<file path="src/rtl/cfc_pkg.sv">
package cfc_pkg;
  typedef enum logic [1:0] {
    CMD_NONE    = 2'b00,
    CMD_LATER   = 2'b01,
    CMD_EARLIER = 2'b10,
    CMD_SECOND  = 2'b11
  } cmd_e;
endpackage

</file>
<file path="src/rtl/cfc_frame_timer.sv">
module cfc_frame_timer #(
  parameter int NOM_PERIOD = 64,
  parameter int MIN_PERIOD = 34,
  parameter int WORD_W     = 16,
  parameter int CNT_W      = 8
) (
  input  logic             clk,
  input  logic             rst_n,
  input  logic             per_load,
  input  logic [CNT_W-1:0] per_value,
  input  logic             sec_pend,
  output logic             fs_n,
  output logic             pri_start,
  output logic             pri_win,
  output logic             pri_last,
  output logic             sec_win,
  output logic             sec_last
);
  localparam logic [CNT_W-1:0] ONE_C      = CNT_W'(1);
  localparam logic [CNT_W-1:0] NOM_C      = CNT_W'(NOM_PERIOD);
  localparam logic [CNT_W-1:0] MIN_C      = CNT_W'(MIN_PERIOD);
  localparam logic [CNT_W-1:0] HALF_C     = CNT_W'(NOM_PERIOD / 2);
  localparam logic [CNT_W-1:0] LAST_C     = CNT_W'(WORD_W);
  localparam logic [CNT_W-1:0] SEC_LAST_C = CNT_W'(NOM_PERIOD / 2 + WORD_W);

  logic [CNT_W-1:0] cnt;
  logic [CNT_W-1:0] cur_period;
  logic             wrap;
  logic             sec_start;

  assign wrap      = (cnt == cur_period - ONE_C);
  assign pri_start = (cnt == '0);
  assign pri_win   = (cnt >= ONE_C) && (cnt <= LAST_C);
  assign pri_last  = (cnt == LAST_C);
  assign sec_start = sec_pend && (cnt == HALF_C);
  assign sec_win   = sec_pend && (cnt > HALF_C) && (cnt <= SEC_LAST_C);
  assign sec_last  = sec_pend && (cnt == SEC_LAST_C);
  assign fs_n      = !(pri_start || sec_start);

  // reset parks the counter on its last count so the first sync follows at once
  always_ff @(posedge clk or negedge rst_n) begin
    if (!rst_n) begin
      cnt        <= NOM_C - ONE_C;
      cur_period <= NOM_C;
    end else if (wrap) begin
      cnt        <= '0;
      cur_period <= NOM_C;
    end else begin
      cnt <= cnt + ONE_C;
      if (per_load) cur_period <= per_value;
    end
  end

  AST_FS_SINGLE: assert property (@(posedge clk) disable iff (!rst_n)
    !fs_n |=> fs_n);
  AST_PERIOD_FLOOR: assert property (@(posedge clk) disable iff (!rst_n)
    cur_period >= MIN_C);
  AST_LOAD_AT_DECODE: assert property (@(posedge clk) disable iff (!rst_n)
    per_load |-> pri_last);
  AST_PERIOD_RESTORE: assert property (@(posedge clk) disable iff (!rst_n)
    pri_start |-> cur_period == NOM_C);
endmodule

</file>
<file path="src/rtl/cfc_cmd_decoder.sv">
module cfc_cmd_decoder
  import cfc_pkg::*;
#(
  parameter int NOM_PERIOD = 64,
  parameter int MIN_PERIOD = 34,
  parameter int ADJ_W      = 8,
  parameter int CNT_W      = 8
) (
  input  logic             clk,
  input  logic             rst_n,
  input  logic             adj_wr_en,
  input  logic [ADJ_W-1:0] adj_wr_data,
  input  logic             frame_start,
  input  logic             word_done,
  input  logic [1:0]       ctrl_bits,
  input  logic             sec_done,
  output logic             per_load,
  output logic [CNT_W-1:0] per_value,
  output logic             sec_pend
);
  localparam int CW2 = CNT_W + 2;
  localparam logic signed [CW2-1:0] NOM_S = CW2'(NOM_PERIOD);
  localparam logic signed [CW2-1:0] MIN_S = CW2'(MIN_PERIOD);
  localparam logic [CNT_W-1:0]      MIN_C = CNT_W'(MIN_PERIOD);

  logic [ADJ_W-1:0]        adj_q;
  logic signed [CW2-1:0]   adj_s;
  logic signed [CW2-1:0]   calc;
  cmd_e                    cmd;

  assign cmd   = cmd_e'(ctrl_bits);
  assign adj_s = signed'({{(CW2-ADJ_W){adj_q[ADJ_W-1]}}, adj_q});

  always_comb begin
    if (cmd == CMD_LATER) calc = NOM_S + adj_s;
    else                  calc = NOM_S - adj_s;
    per_value = (calc < MIN_S) ? MIN_C : calc[CNT_W-1:0];
    per_load  = word_done && ((cmd == CMD_LATER) || (cmd == CMD_EARLIER));
  end

  always_ff @(posedge clk or negedge rst_n) begin
    if (!rst_n) adj_q <= '0;
    else if (adj_wr_en) adj_q <= adj_wr_data;
  end

  always_ff @(posedge clk or negedge rst_n) begin
    if (!rst_n)                              sec_pend <= 1'b0;
    else if (frame_start)                    sec_pend <= 1'b0;
    else if (word_done && cmd == CMD_SECOND) sec_pend <= 1'b1;
    else if (sec_done)                       sec_pend <= 1'b0;
  end

  AST_SEC_EXCLUSIVE: assert property (@(posedge clk) disable iff (!rst_n)
    sec_pend |-> !per_load);
  AST_SEC_CLEARS: assert property (@(posedge clk) disable iff (!rst_n)
    sec_done |=> !sec_pend);
endmodule

</file>
<file path="src/rtl/cfc_serial_lane.sv">
module cfc_serial_lane #(
  parameter int WORD_W = 16
) (
  input  logic              clk,
  input  logic              rst_n,
  input  logic              pri_start,
  input  logic              pri_win,
  input  logic              sec_win,
  input  logic              adc_valid,
  input  logic [WORD_W-1:0] adc_data,
  input  logic              sdin,
  output logic              sdout,
  output logic [WORD_W-1:0] rx_word
);
  logic [WORD_W-1:0] tx_sr;
  logic [WORD_W-2:0] rx_sr;

  assign sdout   = pri_win & tx_sr[WORD_W-1];
  assign rx_word = {rx_sr, sdin};

  always_ff @(posedge clk or negedge rst_n) begin
    if (!rst_n)         tx_sr <= '0;
    else if (pri_start) tx_sr <= adc_valid ? adc_data : '0;
    else if (pri_win)   tx_sr <= {tx_sr[WORD_W-2:0], 1'b0};
  end

  always_ff @(posedge clk or negedge rst_n) begin
    if (!rst_n)                 rx_sr <= '0;
    else if (pri_win || sec_win) rx_sr <= {rx_sr[WORD_W-3:0], sdin};
  end

  AST_TX_LOADED: assert property (@(posedge clk) disable iff (!rst_n)
    (pri_start && adc_valid) |=> tx_sr == $past(adc_data));
endmodule

</file>
<file path="src/rtl/codec_frame_ctrl.sv">
module codec_frame_ctrl #(
  parameter int NOM_PERIOD = 64,
  parameter int MIN_PERIOD = 34,
  parameter int WORD_W     = 16,
  parameter int ADJ_W      = 8
) (
  input  logic              clk,
  input  logic              rst_n,
  input  logic              adj_wr_en,
  input  logic [ADJ_W-1:0]  adj_wr_data,
  input  logic              adc_valid,
  input  logic [WORD_W-1:0] adc_data,
  output logic              adc_ready,
  output logic              fs_n,
  output logic              sdout,
  input  logic              sdin,
  output logic              dac_valid,
  input  logic              dac_ready,
  output logic [WORD_W-3:0] dac_data,
  output logic              sec_valid,
  output logic [WORD_W-1:0] sec_word
);
  localparam int CNT_W = $clog2(NOM_PERIOD + (1 << (ADJ_W - 1)) + 1);

  logic             per_load;
  logic [CNT_W-1:0] per_value;
  logic             sec_pend;
  logic             pri_start, pri_win, pri_last, sec_win, sec_last;
  logic [WORD_W-1:0] rx_word;

  cfc_frame_timer #(
    .NOM_PERIOD(NOM_PERIOD), .MIN_PERIOD(MIN_PERIOD),
    .WORD_W(WORD_W), .CNT_W(CNT_W)
  ) u_timer (
    .clk(clk), .rst_n(rst_n), .per_load(per_load), .per_value(per_value),
    .sec_pend(sec_pend), .fs_n(fs_n), .pri_start(pri_start), .pri_win(pri_win),
    .pri_last(pri_last), .sec_win(sec_win), .sec_last(sec_last)
  );

  cfc_cmd_decoder #(
    .NOM_PERIOD(NOM_PERIOD), .MIN_PERIOD(MIN_PERIOD),
    .ADJ_W(ADJ_W), .CNT_W(CNT_W)
  ) u_dec (
    .clk(clk), .rst_n(rst_n), .adj_wr_en(adj_wr_en), .adj_wr_data(adj_wr_data),
    .frame_start(pri_start), .word_done(pri_last), .ctrl_bits(rx_word[1:0]),
    .sec_done(sec_last), .per_load(per_load), .per_value(per_value),
    .sec_pend(sec_pend)
  );

  cfc_serial_lane #(.WORD_W(WORD_W)) u_lane (
    .clk(clk), .rst_n(rst_n), .pri_start(pri_start), .pri_win(pri_win),
    .sec_win(sec_win), .adc_valid(adc_valid), .adc_data(adc_data),
    .sdin(sdin), .sdout(sdout), .rx_word(rx_word)
  );

  assign adc_ready = pri_start;

  // captured sample waits for the consumer; a fresh capture always wins
  always_ff @(posedge clk or negedge rst_n) begin
    if (!rst_n) begin
      dac_valid <= 1'b0;
      dac_data  <= '0;
    end else if (pri_last) begin
      dac_valid <= 1'b1;
      dac_data  <= rx_word[WORD_W-1:2];
    end else if (dac_valid && dac_ready) begin
      dac_valid <= 1'b0;
    end
  end

  always_ff @(posedge clk or negedge rst_n) begin
    if (!rst_n) begin
      sec_valid <= 1'b0;
      sec_word  <= '0;
    end else begin
      sec_valid <= sec_last;
      if (sec_last) sec_word <= rx_word;
    end
  end

  AST_DAC_HOLD: assert property (@(posedge clk) disable iff (!rst_n)
    (dac_valid && !dac_ready && !pri_last) |=> (dac_valid && $stable(dac_data)));
  AST_SDOUT_QUIET_FS: assert property (@(posedge clk) disable iff (!rst_n)
    !fs_n |-> !sdout);
  AST_SEC_PULSE: assert property (@(posedge clk) disable iff (!rst_n)
    sec_valid |=> !sec_valid);
endmodule

</file>
<file path="config.mk">
export PLATFORM = sky130hd
export DESIGN_NAME = codec_frame_ctrl
export DESIGN_NICKNAME = d
export VERILOG_FILES = /design/src/rtl/cfc_pkg.sv /design/src/rtl/cfc_frame_timer.sv /design/src/rtl/cfc_cmd_decoder.sv /design/src/rtl/cfc_serial_lane.sv /design/src/rtl/codec_frame_ctrl.sv
export SDC_FILE = /design/constraint.sdc
export NUM_CORES = 1
export LEC_CHECK = 0
export BUFFER_PORTS_ARGS = -buffer_cell sky130_fd_sc_hd__buf_2
export CAP_MARGIN = 20
export CORE_MARGIN = 2
export CORE_UTILIZATION = 50
export DETAILED_ROUTE_END_ITERATION = 8
export GPL_TIMING_DRIVEN = 0
export PLACE_DENSITY = 0.79
export SYNTH_ARGS = -nofsm -noshare
export SYNTH_HDL_FRONTEND = slang
export SYNTH_SLANG_ARGS = --single-unit
</file>
<file path="constraint.sdc">
create_clock -name clk -period 5.85 [get_ports clk]
set_input_delay 0.8775 -clock clk [delete_from_list [all_inputs] [get_ports clk]]
set_output_delay 0.8775 -clock clk [all_outputs]
set_load 0.05 [all_outputs]
</file>
==> impl_metrics.yaml, run 1 <==
outcome:
  status: "finished, final reports clean"
clocking:
  root_buffer: "clkbuf_8"
  clock-sinks: 88
  cts_tree: "done"
  cts_made_buffers: 9
  cts_resized: 0
  holdBufCountCts: 0
  clkLatencyLatePin_ns: 0.37
  path_clk_slew_ns: 0.10
  htreeDepth: 3
  cts_buffer_depth: 2
  post_cts_buffers: 0
synthesis:
  synth_fa_ha_area_share_pct: 2.95
  synth_top_family_by_area: "simple AND/OR/NAND/NOR gates"
  synth.distinct_cells: 48
  synth_top_cell_by_area: "dfrtp_1"
  synth_xor_area_share_pct: 4.54
  synth_compound_area_share_pct: 8.43
  synth_simple_gate_area_share_pct: 19.1
  netlist_instances: 422
  async_flop_share_pct: 100
  synth_ff_type: "dfrtp_1"
  synth.most_common_cell: "dfrtp_1"
  synth_top_area_share_pct: 47.8
  synth_seq_cells: 88
  synth_mux_area_share_pct: 8.49
  synth_area_um2: 4240
  ys_warn_count: 0
  syn-num-nets: 462
  synth_commonest_cells: "dfrtp_1 (81), nand2_1 (75), nor2_1 (40)"
  syn-mean-instance-area_um2: 10.1
  synth_area_leaders: "dfrtp_1 (48%), mux2_2 (8.5%), nand2_1 (6.6%)"
  synth_edf_count: 0
  seq_area_frac_synth_pct: 52.1
placed_design:
  gp_congestion: 0.772
  io_buffers: 63
  dp_cells: 591
  hpwl_um: 6240
  place_area_um2: 4720
finish:
  fin_cells: 607
  utilization_pct: 60.0
  num-fill-cells: 678
  syn2layout_area_growth_pct: 16.2
  antenna-diode-count: 0
  drive_gt1_share_pct: 27.3
  final_area_um2: 4930
  nNetsFinal: 537
die:
  row_count: 33
  initial_core_util_pct: 51.7
  io_pins: 65
  chipHeight_um: 96.1
  core_area_um2: 8220
  die_w_um: 96.1
  dieArea_um2: 9240
power:
  power_density_nw_per_um2: 536
  peakVddDrop_mv: 0.393
  p_leak_nw: 2.36
route:
  antenna_left: 0
  vias_per_cell: 5.38
  wl_per_cell_um: 14.7
  dr.pass1.iters: 4
  routed_wl_um: 8910
  routed-via-count: 3266
  drt_first_iter_violations: 165
  drc: 0
global_routing:
  grt_usage_pct: 20.9
  grt.overflow.total: 0
  grt_pass1_vias: 3196
  grt_pass1_wl_um: 15000
  antenna_found_initial: 0
  grt_max_degree: 50
sta:
  slew_viol_final: 0
  max_slew.worst_pin.slew_ns: 0.720
  hold_viol: 0
  clock_skew_ns: 0.0107
  finalSetupViolCount: 0
  max_freq_ghz: 0.251
  grt_setup_unrepaired: "no"
  fin_crit_ns: 3.98
  relSlewSlack_pct: 51.9
  setup_tns_ns: 0
  whs_ns: 0.483
  fin_crit_sh_pct: 68.1
setup_path:
  cp_max_fo: 10
  startpoint_type: "flop"
  r2r-end: "sec_word[14]$_DFFE_PN0P_"
  timing.rr.start: "u_timer.cnt[1]$_DFF_PN1_"
  slowest_delay_ns: 0.41
  worst_setup_path_end_kind: "output port"
  rr_worst_depth: 10
  cp_slowest_cell: "dfstp_2"
  cp.arrival_ns: 3.11
  crit_chain: "inv_1, ha_1, or3b_1, buf_2, a211oi_1, nor2b_1, clkbuf_1, clkbuf_1, o311a_1, buf_2"
  path_buf_inv: 5
  r2r_slack_ns: 3.16
  critical_path_class: "reg2out"
  crit_family: "buffers and inverters"
  cp.required_ns: 4.97
job:
  drv_cap: 0
worst_hold_path:
  hold_class: "in2async"
-- worst reg2reg max path, cell delays in order, from the launching register on --
cell and delay, ns:
dfstp_2 0.41, inv_1 0.08, ha_1 0.14, or3b_1 0.33, buf_2 0.16, nor3_1 0.19, nand4_1 0.41, inv_1 0.34
clkbuf_1 0.40, nand2_1 0.11, nand2_1 0.07
-- report_power, final --
group / total (mW) / switching [mW] / internal [mW]
clock network: 0.449 / 0.241 / 0.207
logic: 1.16 / 0.738 / 0.424
registers: 1.03 / 0.178 / 0.853
-- cell families after synthesis --
kind of cell             count (synthesis)
adder cells (fa/ha/maj)                 10
flip-flops                              88
AO/OA/AOI/OAI                           54
XOR/XNOR                                22
buffers and inverters                   41
multiplexers                            32
AND/OR/NAND/NOR                        175
-- worst max path at each step --
| stage | start | endpoint | slack [ns] | depth (start not counted) |
|---|---|---|---|---|
| 6_report | u_timer.cnt[1]$_DFF_PN1_ | sdout | 1.87 | 10 |
| 4_1_cts | u_timer.cnt[1]$_DFF_PN1_ | sdout | 1.89 | 10 |
| 5_1_grt | u_timer.cnt[1]$_DFF_PN1_ | sdout | 1.66 | 10 |
| 3_3_place_gp | u_timer.cnt[0]$_DFF_PN1_ | sdout | 2.36 | 10 |
| 2_1_floorplan | u_timer.cnt[1]$_DFF_PN1_ | sdout | 2.53 | 9 |
| 3_5_place_dp | u_timer.cnt[1]$_DFF_PN1_ | sdout | 2.30 | 10 |
-- final cells by class --
class,instances,area (um^2),area share (%)
inverter,16,60.1,1.22
sequential,88,2210,44.8
timing repair buffer,64,345,7.00
clock buffer,9,124,2.51
clock inverter,7,86.3,1.75
buffer,25,126,2.56
multi-input combinational,293,1850,37.5
tap,105,131,2.66
-- sequential cells by signal, indices dropped and copies added (netlist names) --
| name | cells |
|---|---|
| dac_data | 14 |
| dac_valid | 1 |
| sec_valid | 1 |
| sec_word | 16 |
| u_dec.adj_q | 8 |
| u_dec.sec_pend | 1 |
| u_lane.rx_sr | 15 |
| u_lane.tx_sr | 16 |
| u_timer.cnt | 8 |
| u_timer.cur_period | 8 |
-- metal layers --
layer	track usage, %	vias up	part of all wire [%]
met1	28.5	1588	46
met5	0	-	0
met4	9.64	0	1.4
met2	32.8	81	48
li1	-	1585	-
met3	3.37	12	4.5
-- placed cells by master, fill, tap and decap left out, drive strengths merged, types with 2 or more instances in the layout --
master and count:
nand3 20, nor4 5, ha 10, xnor2 12, a32oi 4, or3 2
and3 2, buf 75, nor2b 6, nand2b 3, a21oi 6, xor2 10
nor3 6, dfrtp 81, clkbuf 23, o211ai 2, a31oi 16, dfstp 7
nor2 40, or2 4, nor3b 3, o22ai 2, mux2 32, o21ai 14
nand4 2, inv 20, nand2 75, or4 2
-- through the flow --
step,power [mW],worst slack (ns)
2_1_floorplan,1.92,2.53
3_3_place_gp,2.15,2.36
3_5_place_dp,2.20,2.30
4_1_cts,2.65,1.89
5_1_grt,2.83,1.66
6_report,2.64,1.87
(Power assumes the default switching activity.)
==> inputs of run 2 (changes only) <==
--- a/config.mk
+++ b/config.mk
@@ -11,7 +11,7 @@
 export CORE_UTILIZATION = 50
 export DETAILED_ROUTE_END_ITERATION = 8
 export GPL_TIMING_DRIVEN = 0
-export PLACE_DENSITY = 0.79
+export PLACE_DENSITY = 0.81
 export SYNTH_ARGS = -nofsm -noshare
 export SYNTH_HDL_FRONTEND = slang
 export SYNTH_SLANG_ARGS = --single-unit
==> constraint.sdc (replaced) <==
create_clock -name clk -period 3.6 [get_ports clk]
set_input_delay 0.54 -clock clk [delete_from_list [all_inputs] [get_ports clk]]
set_output_delay 0.54 -clock clk [all_outputs]
set_load 0.05 [all_outputs]
==> impl_metrics.yaml, run 2 (synthesis gave the netlist of run 1 again) <==
outcome:
  status: "finished, final reports clean"
power:
  total_power_mw: 4.40
  p_leak_nw: 2.37
  power_density_nw_per_um2: 885
  peakVddDrop_mv: 0.518
setup_path:
  cp_max_fo: 10
  cp_common_cell: "buf_2"
  cp.arrival_ns: 2.85
  crit_family: "simple AND/OR/NAND/NOR gates"
  cp.required_ns: 3.06
  slowest_delay_ns: 0.41
  cp_slowest_cell: "dfstp_2"
  critical_path_class: "reg2out"
  crit_chain: "inv_1, ha_1, or3b_1, buf_2, or3_1, or3_1, buf_2, inv_2, buf_6, buf_2"
  path_buf_inv: 6
  worst_setup_path_end_kind: "output port"
  startpoint_type: "flop"
global_routing:
  grt.overflow.total: 0
  grt_max_degree: 47
  grt_pass1_wl_um: 14800
  antenna_found_initial: 0
  grt_usage_pct: 20.7
  grt_pass1_vias: 3211
die:
  chipHeight_um: 96.1
  core_area_um2: 8220
  dieArea_um2: 9240
  io_pins: 65
  initial_core_util_pct: 51.7
  die_w_um: 96.1
  row_count: 33
clocking:
  root_buffer: "clkbuf_8"
  clock-sinks: 88
  cts_tree: "done"
  htreeDepth: 3
  cts_buffer_depth: 2
  clkLatencyLatePin_ns: 0.36
  path_clk_slew_ns: 0.09
  holdBufCountCts: 0
  cts_made_buffers: 9
job:
  drv_cap: 0
route:
  drc: 0
  dr.pass1.iters: 6
  wl_per_cell_um: 14.5
  routed_wl_um: 8810
  routed-via-count: 3311
  drt_first_iter_violations: 193
  vias_per_cell: 5.46
  antenna_left: 0
sta:
  max_slew.worst_pin.slew_ns: 0.713
  max_freq_ghz: 0.295
  relSlewSlack_pct: 52.4
  grt_setup_unrepaired: "no"
  finalSetupViolCount: 0
  setup_tns_ns: 0
  fin_crit_ns: 3.39
  fin_crit_sh_pct: 94.1
  hold_viol: 0
  clock_skew_ns: 0.0162
  slew_viol_final: 0
worst_hold_path:
  hold_class: "in2async"
finish:
  ff_latch_area_um2: 2210
  final_cell_mix: "dfrtp_1 (81), nand2_1 (75), buf_2 (70)"
  reg_top3: "sec_word: 16 flops, u_lane.tx_sr: 16 flops, u_lane.rx_sr: 15 flops"
  nNetsFinal: 537
  drive_gt1_share_pct: 27.5
  num-fill-cells: 670
  layout_commonest_cell: "dfrtp_1"
  syn2layout_area_growth_pct: 17.1
  final_area_um2: 4970
  multi_input_area_um2: 1850
  antenna-diode-count: 0
placed_design:
  io_buffers: 63
  gp_congestion: 0.776
  place_area_um2: 4720
  hpwl_um: 6210
-- run 2: worst paths after layout --
path / slack, ns / cells past startpoint / start / end
setup reg to reg: 0.85 / 10 / u_timer.cnt[1]$_DFF_PN1_ / sec_word[7]$_DFFE_PN0P_
hold reg to reg: 0.48 / 2 / sec_word[11]$_DFFE_PN0P_ / sec_word[11]$_DFFE_PN0P_
hold / removal: 0.16 / 1 / rst_n / u_timer.cur_period[4]$_DFFE_PN0P_
min in group clk: 0.36 / 2 / dac_ready / dac_valid$_DFFE_PN0P_
setup / recovery: 0.21 / 10 / u_timer.cnt[1]$_DFF_PN1_ / adc_ready
max in group asynchronous: 2.77 / 2 / rst_n / u_timer.cnt[1]$_DFF_PN1_
-- run 2: repair_timing --
item                       in CTS  in global routing
buffers inserted                0                  0
setup endpoints to repair       0                  1
gates resized for setup         0                  5
-- run 2: area by class of cell --
class	instances	area share [%]
repair buffers	64	7.00
clock buffers	9	2.49
plain buffers	25	2.57
multi-input cells	293	37.3
inverters	16	1.21
clock inverters	6	2.37
well taps	105	2.64
flip-flops and latches	88	44.5
-- run 2: report_power, final --
part | leakage [nW] | switching (mW) | internal, mW | total (mW)
combinational | 1.20 | 1.20 | 0.697 | 1.90
sequential | 1.06 | 0.285 | 1.39 | 1.67
clock | 0.117 | 0.368 | 0.463 | 0.831
total | 2.37 | 1.85 | 2.55 | 4.40
-- run 2: worst register-to-register path: cells and delay by family, from the launching register on --
| kind | cells | cell delay [ns] |
|---|---|---|
| simple gates | 5 | 1.14 |
| buf+inv | 4 | 1.01 |
| flops | 1 | 0.41 |
| fa+ha+maj | 1 | 0.13 |
-- run 2: stage by stage --
step	hold slack, ns	cells	utilization [%]	setup slack (ns)
final	0.164	606	60.5	0.213
after global routing	0.200	606	60.5	0.0610
after CTS	0.186	606	60.4	0.0313
after detailed placement	0.459	591	57.5	0.417
after global placement	0.456	590	57.1	0.448
after floorplan	0.244	422	-	0.616
-- run 2: layer usage --
| metal | vias to the layer above | wire (um) | global-route usage, % |
|---|---|---|---|
| met3 | 13 | 437 | 4.46 |
| met2 | 88 | 4350 | 34.0 |
| met4 | 0 | 127 | 6.43 |
| met1 | 1623 | 3890 | 27.4 |
| li1 | 1587 | - | - |
| met5 | - | 0 | 0 |
